==> config.mk <==
export PLATFORM = sky130hd
export DESIGN_NAME = clksrc_seq
export DESIGN_NICKNAME = d
export VERILOG_FILES = /design/src/rtl/clksrc_seq.sv
export SDC_FILE = /design/constraint.sdc
export NUM_CORES = 1
export LEC_CHECK = 0
export BUFFER_PORTS_ARGS = -buffer_cell sky130_fd_sc_hd__buf_2
export CAP_MARGIN = 25
export CORE_MARGIN = 2
export CORE_UTILIZATION = 55
export DETAILED_ROUTE_END_ITERATION = 8
export PLACE_DENSITY_LB_ADDON = 0.25
export RECOVER_POWER = 25
export SETUP_SLACK_MARGIN = 0.4
export SLEW_MARGIN = 20
export SYNTH_ARGS = -nofsm -noshare
export SYNTH_HDL_FRONTEND = slang
export SYNTH_SLANG_ARGS = --single-unit
==> constraint.sdc <==
create_clock -name clk -period 2.4 [get_ports clk]
set_input_delay 0.24 -clock clk [delete_from_list [all_inputs] [get_ports clk]]
set_output_delay 0.24 -clock clk [all_outputs]
set_load 0.03 [all_outputs]
==> src/rtl/clksrc_seq.sv <==
module clksrc_seq #(
  parameter int CNT_W   = 8,
  parameter int TMO_CYC = 16
) (
  input  logic             clk,
  input  logic             rst_n,
  input  logic             req_valid,
  input  logic [1:0]       req_target,
  input  logic             ext_sel_cfg,
  input  logic [CNT_W-1:0] stab_count,
  input  logic             stop_int_req,
  input  logic             int_osc_ok,
  input  logic             ext_osc_ok,
  output logic             int_stop,
  output logic             int_stat,
  output logic             main_sel,
  output logic             sub_osc_en,
  output logic             cpu_sub_sel,
  output logic [1:0]       cur_src,
  output logic             busy,
  output logic             done,
  output logic             err
);
  localparam int TMO_W = (TMO_CYC > 1) ? $clog2(TMO_CYC) : 1;
  localparam logic [1:0] SRC_INT = 2'd0, SRC_EXT = 2'd1, SRC_SUB = 2'd2;

  typedef enum logic [2:0] {S_IDLE, S_INT_WAIT, S_EXT_WAIT, S_SUB_WAIT, S_MAIN, S_CSS, S_FIN} st_t;

  st_t              st;
  logic [1:0]       src_q, tgt_q;
  logic [CNT_W-1:0] cnt;
  logic [TMO_W-1:0] tmo;
  logic             tmo_hit;

  assign busy     = (st != S_IDLE);
  assign int_stat = int_osc_ok;
  assign tmo_hit  = (tmo == TMO_W'(TMO_CYC - 1));

  always_ff @(posedge clk or negedge rst_n) begin
    if (!rst_n) begin
      st          <= S_IDLE;
      src_q       <= SRC_INT;
      tgt_q       <= SRC_INT;
      cnt         <= '0;
      tmo         <= '0;
      cur_src     <= SRC_INT;
      int_stop    <= 1'b0;
      main_sel    <= 1'b0;
      sub_osc_en  <= 1'b0;
      cpu_sub_sel <= 1'b0;
      done        <= 1'b0;
      err         <= 1'b0;
    end else begin
      done <= 1'b0;
      unique case (st)
        S_IDLE: begin
          if (stop_int_req && cur_src != SRC_INT) int_stop <= 1'b1;
          if (req_valid && req_target != 2'd3) begin
            err <= 1'b0;
            if (req_target == cur_src) begin
              done <= 1'b1;
            end else begin
              src_q <= cur_src;
              tgt_q <= req_target;
              tmo   <= '0;
              case (req_target)
                SRC_INT: begin int_stop <= 1'b0; st <= S_INT_WAIT; end
                SRC_EXT: st <= S_EXT_WAIT;
                default: begin sub_osc_en <= 1'b1; cnt <= stab_count; st <= S_SUB_WAIT; end
              endcase
            end
          end
        end
        S_INT_WAIT, S_EXT_WAIT: begin
          if ((st == S_INT_WAIT) ? int_osc_ok : ext_osc_ok) begin
            if (st == S_INT_WAIT && src_q == SRC_SUB && !ext_sel_cfg) st <= S_CSS;
            else st <= S_MAIN;
          end else if (tmo_hit) begin
            err  <= 1'b1;
            done <= 1'b1;
            st   <= S_IDLE;
          end else begin
            tmo <= tmo + 1'b1;
          end
        end
        S_SUB_WAIT: begin
          if (cnt == '0) st <= S_CSS;
          else cnt <= cnt - 1'b1;
        end
        S_MAIN: begin
          main_sel <= (tgt_q == SRC_EXT);
          st <= (src_q == SRC_SUB) ? S_CSS : S_FIN;
        end
        S_CSS: begin
          cpu_sub_sel <= (tgt_q == SRC_SUB);
          st <= S_FIN;
        end
        S_FIN: begin
          cur_src <= tgt_q;
          done    <= 1'b1;
          st      <= S_IDLE;
        end
        default: st <= S_IDLE;
      endcase
    end
  end
endmodule

== After elaboration in Yosys (flattened, before gate mapping) ==
Index checks and enable logic that the tools add are counted.
Word-level totals
  output and inout bits: 10
  bits of input ports: 17
  logic and storage cells: 91
  register bits: 27
Operators by class
  equality and inequality tests: 22
  reductions and logical operators: 20
  add/subtract/negate cells: 2
  muxes and demuxes: 33
  bitwise logic cells: 2
Operator list (count)
  $mux W8: 4
  $ne A2 B2 Y1 const B: 9
  $mux W4: 4
  $pmux W8 S2: 1
  $mux W3: 5
  $pmux W3 S5: 1
  $mux W1: 13
  $reduce_and A4 Y1: 3
  $reduce_and A5 Y1: 2
  $eq A3 B3 Y1 const B: 3
  $logic_not A8 Y1: 1
  $pmux W4 S2: 1
  $sub A8 B1 Y8 const B: 1
  $eq A3 B2 Y1 const B: 2
  $reduce_bool A2 Y1: 3
  $add A4 B1 Y4 const B: 1
  $eq A2 B1 Y1 const B: 2
  $eq A2 B2 Y1 const B: 2
  $eq A4 B4 Y1 const B: 1
  $logic_and A1 B1 Y1: 4
  $pmux W2 S2: 1
  $reduce_or A2 Y1: 2
  $eq A3 B1 Y1 const B: 1
  $logic_not A3 Y1: 1
  10 further kinds: 11

== Longest topological paths before layout ==
  depth in word-level cells: 6
  mapped depth: 8
  depth with buffers taken out: 6

== Least setup slack after synthesis ==
OpenSTA, ideal clock, no wires.
  kind: register -> register
  start: reg st[0]
  end: reg cnt[3]
  slack: 0.529 ns
  data required time: 2.279 ns
  stages on the path, launching flop included: 8
  arrival: 1.750 ns
  setup time: 0.121 ns
  period minus slack after synthesis: 1.871 ns
  path buffers: 2
  cell sequence: dfrtp_1 buf_6 or3_1 buf_2 a211o_4 a21oi_4 o21ai_0 a22o_1
Between the ends
  cells in the longest elaborated chain, start to end: 3
  elaborated cells on any way between the ends: 9
  classes of those cells: eq/ne (5); mux (1); reduce/logical (3)
Ends and longest elaborated chain
  from (decl): RTL line 29  | st_t st;
  from (signal assigned): RTL line 92  | st <= (src_q == SRC_SUB) ? S_CSS : S_FIN;
  $eq A3 B2 Y1 / $logic_not A3 Y1 (equally long branches): RTL line 55  | unique case (st)
  $ne A2 B2 Y1 (no source line) / $reduce_bool A2 Y1 (equally long branches)
  $reduce_and A5 Y1 (no source line)
  to (signal assigned): RTL line 88  | else cnt <= cnt - 1'b1;
  to (decl): RTL line 31  | logic [CNT_W-1:0] cnt;
Several ways; a longest one is shown, not always the timed one.
A chain may end at the register's enable or synchronous reset.

== Worst setup path after layout ==
  start: reg st[1]
  end: reg cnt[0]
Same word-level chain as after synthesis.

==> run_results.csv <==
group,metric,value,unit
worst_setup_path,timing.rr.start,"st[1]",
floorplan,die_w,58.4,um
synthesis,async_flop_share,100,%
detailed_routing,drt-vias-per-instance,5.91,
floorplan,die_area,3410,sq um
clock_tree,path_clk_slew,0.16,ns
cells_and_area,multi_input_area,888,sq um
timing,setup-tns-final,0,ns
cells_and_area,area_growth,13.1,%
floorplan,design.core.area,2780,sq um
worst_setup_path,crit_path_max_incr_delay,0.42,ns
floorplan,pin_count,27,
detailed_routing,wl_per_cell,14.6,um
pwr,static-leakage-power,0.857,nW
worst_setup_path,r2r_cells,5,
place,io_buffer_count,26,
pwr,ir_worst_vdd,0.000846,V
worst_setup_path,critical_path_class,"reg -> reg",
floorplan,dieHeight,58.4,um
place,gp_congestion,0.896,
cells_and_area,instances_no_fill,233,
worst_setup_path,timing.rr.end,"cnt[0]",
floorplan,floorplan.initialDensity,58.5,%
clock_tree,root_buffer,"clkbuf_4",
clock_tree,cts_made_buffers,3,
hold_path,hold_end,"cnt[0]",
job,drv_cap,0,
worst_setup_path,critical_path.max_fanout,13,
worst_setup_path,worstPathCellList,"or3_4 > a211o_4 > a21oi_2 > o21ai_0 > o21ai_0",
global_routing,grt_max_degree,28,
hold_path,hold_depth,3,
timing,drv_slew,0,
timing,maxSlewHeadroom,3.87,%
synthesis,seq_area_frac_synth,41.5,%
global_routing,overflow,0,
timing,period_needed,1.85,ns
worst_setup_path,cp-start-kind,"register",
hold_path,hold_start,"stab_count[0]",
detailed_routing,wirelength,3410,um
synthesis,ys_ff_latch,27,
synthesis,syn_area,1630,sq um
clock_tree,clock_latency,0.33,ns
detailed_routing,num_vias,1376,
place,dp_hpwl,2440,um
timing,timing.final.crit_share,77.1,%
global_routing,grt_pass1_wl,5840,um
synthesis,syn_area_per_cell,9.29,sq um
detailed_routing,ant_nets,0,
timing,worst_pin_slew,1.44,ns
global_routing,grt.total_usage,22.2,%
pwr,p_per_area,1200,nW/um^2
clock_tree,cts_tree,"yes",
detailed_routing,drtIter0Drc,87,
timing,clock_skew,0.00747,ns
global_routing,antenna_found_initial,0,
cells_and_area,num-nets-final,223,
worst_setup_path,end_kind,"register",
floorplan,rows,19,
cells_and_area,fill_cells,220,
clock_tree,clockBufferDepth,2,
timing,grt_setup_unrepaired,"false",
synthesis,syn_nets,195,
cells_and_area,antennaDiodeCount,0,
clock_tree,cts.sinks,27,
global_routing,grt_pass1_vias,1286,
synthesis,synthCells,175,
synthesis,synth_cell_type_count,46,
worst_setup_path,arrival,2.12,ns
worst_setup_path,cp_common_cell,"o21ai_0",
cells_and_area,drive_above_1_share,26.2,%
timing,final-setup-viol-count,0,
cells_and_area,register_area,676,sq um
clock_tree,cts_htree_levels,1,
synthesis,synth_ff_type,"dfrtp_1",
place,dp.cells,224,
worst_setup_path,crit_required,2.67,ns
worst_setup_path,crit_slowest_cell,"or3_4",
timing,max_freq,0.540,GHz
hold_path,min_path_type,"in -> reg",
detailed_routing,dr.pass1.iters,4,
timing,hold_viol_final,0,
worst_setup_path,rrSetupSlack,0.55,ns
synthesis,synth-edff-count,0,
synthesis,synth_warnings,0,
detailed_routing,drcViolationCount,0,
status,status,"complete, no violations",
## placed cells by master (no fill, tap or decap), drive strengths merged, types with 2 or more instances in the layout
| cell type | synthesis | final |
|---|---|---|
| mux2 | 5 | 5 |
| o31ai | 4 | 4 |
| a22o | 4 | 4 |
| nand2b | 6 | 6 |
| a21oi | 6 | 7 |
| ha | 3 | 3 |
| nor3b | 2 | 2 |
| dfrtp | 27 | 27 |
| nand3 | 6 | 6 |
| nor2 | 9 | 9 |
| buf | 5 | 31 |
| mux2i | 3 | 3 |
| nor2b | 3 | 3 |
| nand4 | 2 | 2 |
| nand3b | 3 | 3 |
| xnor2 | 3 | 3 |
| a21o | 3 | 3 |
| a21boi | 2 | 2 |
| o21ai | 17 | 17 |
| nor3 | 4 | 4 |
| or3 | 2 | 2 |
| nand2 | 24 | 24 |
| inv | 4 | 5 |
| clkbuf | 7 | 5 |
| a31oi | 2 | 2 |
| o21bai | 3 | 3 |
## power by group
part | switching, mW | internal [mW]
Sequential | 0.175 | 0.648
Clock | 0.145 | 0.0681
Combinational | 0.681 | 0.487
## cells in the mapped netlist (4+ instances only)
cell type	n	share of area, %
a21oi_2	4	2.2
a22o_1	4	2.2
clkbuf_1	7	1.6
dfrtp_1	27	42
inv_1	4	0.92
mux2_2	5	3.5
nand2_1	24	5.5
nand2b_1	6	2.3
nand3_1	6	1.8
nor2_1	9	2.1
nor3_1	4	1.2
o21ai_0	17	5.2
o31ai_1	4	1.8
## what timing repair did
action	in CTS	in global routing
endpoints found under the hold margin	27	0
hold buffers	1	0
resized for setup	0	2
setup buffers	3	0
cloned	0	1
endpoints found under the setup margin	5	13
pin swaps	1	1
## through the flow
stage	hold WS [ns]	worst slack, ns	total power, mW	cell area [sq um]	utilization, %
2_1_floorplan	-0.0556	0.529	1.67	1630	-
3_3_place_gp	0.276	0.413	1.89	1760	63.2
3_5_place_dp	0.277	0.324	1.94	1760	63.2
4_1_cts	0.215	0.420	2.17	1820	65.5
5_1_grt	0.225	0.430	2.41	1840	66.1
6_report	0.223	0.548	2.20	1840	66.1
## worst max-delay path: cells and delay by family (launching register included)
family          cells  cell delay [ns]
compound gates      4             0.96
simple gates        1             0.42
flops               1             0.41
## state kept, by name (all words and copies together) (netlist names)
signal	flops
sub_osc_en	1
tmo	4
main_sel	1
done	1
int_stop	1
cpu_sub_sel	1
tgt_q	2
st	3
cur_src	2
cnt	8
err	1
src_q	2
## worst max-delay path by stage
stage	from	end	slack, ns	depth (start not counted)
after global placement	st[1]	cnt[3]	0.41	5
after floorplan	st[0]	cnt[3]	0.53	7
final	st[1]	cnt[0]	0.55	5
after detailed placement	st[1]	cnt[3]	0.32	5
after global routing	st[1]	cnt[0]	0.43	5
after CTS	st[1]	cnt[6]	0.42	5
## per-layer routing
metal	global-route usage [%]	wire length [um]	up-vias
li1	-	-	686
met1	30.7	1580	652
met2	36.8	1650	36
met3	3.52	163	2
met4	4.98	19	0
met5	0	0	-
## cells by family (layout without fill, tap and decap cells)
family,after synthesis,after routing,synth area share (%)
flip-flops,27,27,41.5
buffers and inverters,16,42,5.00
adder cells (fa/ha/maj),3,3,2.31
AND/OR/NAND/NOR,68,68,21.5
XOR/XNOR,3,3,1.62
multiplexers,8,8,5.31
AO/OA/AOI/OAI,50,51,22.7
## final cells by class
class | instances | share of cell area (%)
Multi-Input combinational cell | 133 | 48.3
Sequential cell | 27 | 36.7
Timing Repair Buffer | 34 | 10.3
Tap cell | 31 | 2.11
Clock buffer | 3 | 1.22
Inverter | 4 | 0.816
Clock inverter | 1 | 0.476
(Power assumes the default switching activity.)
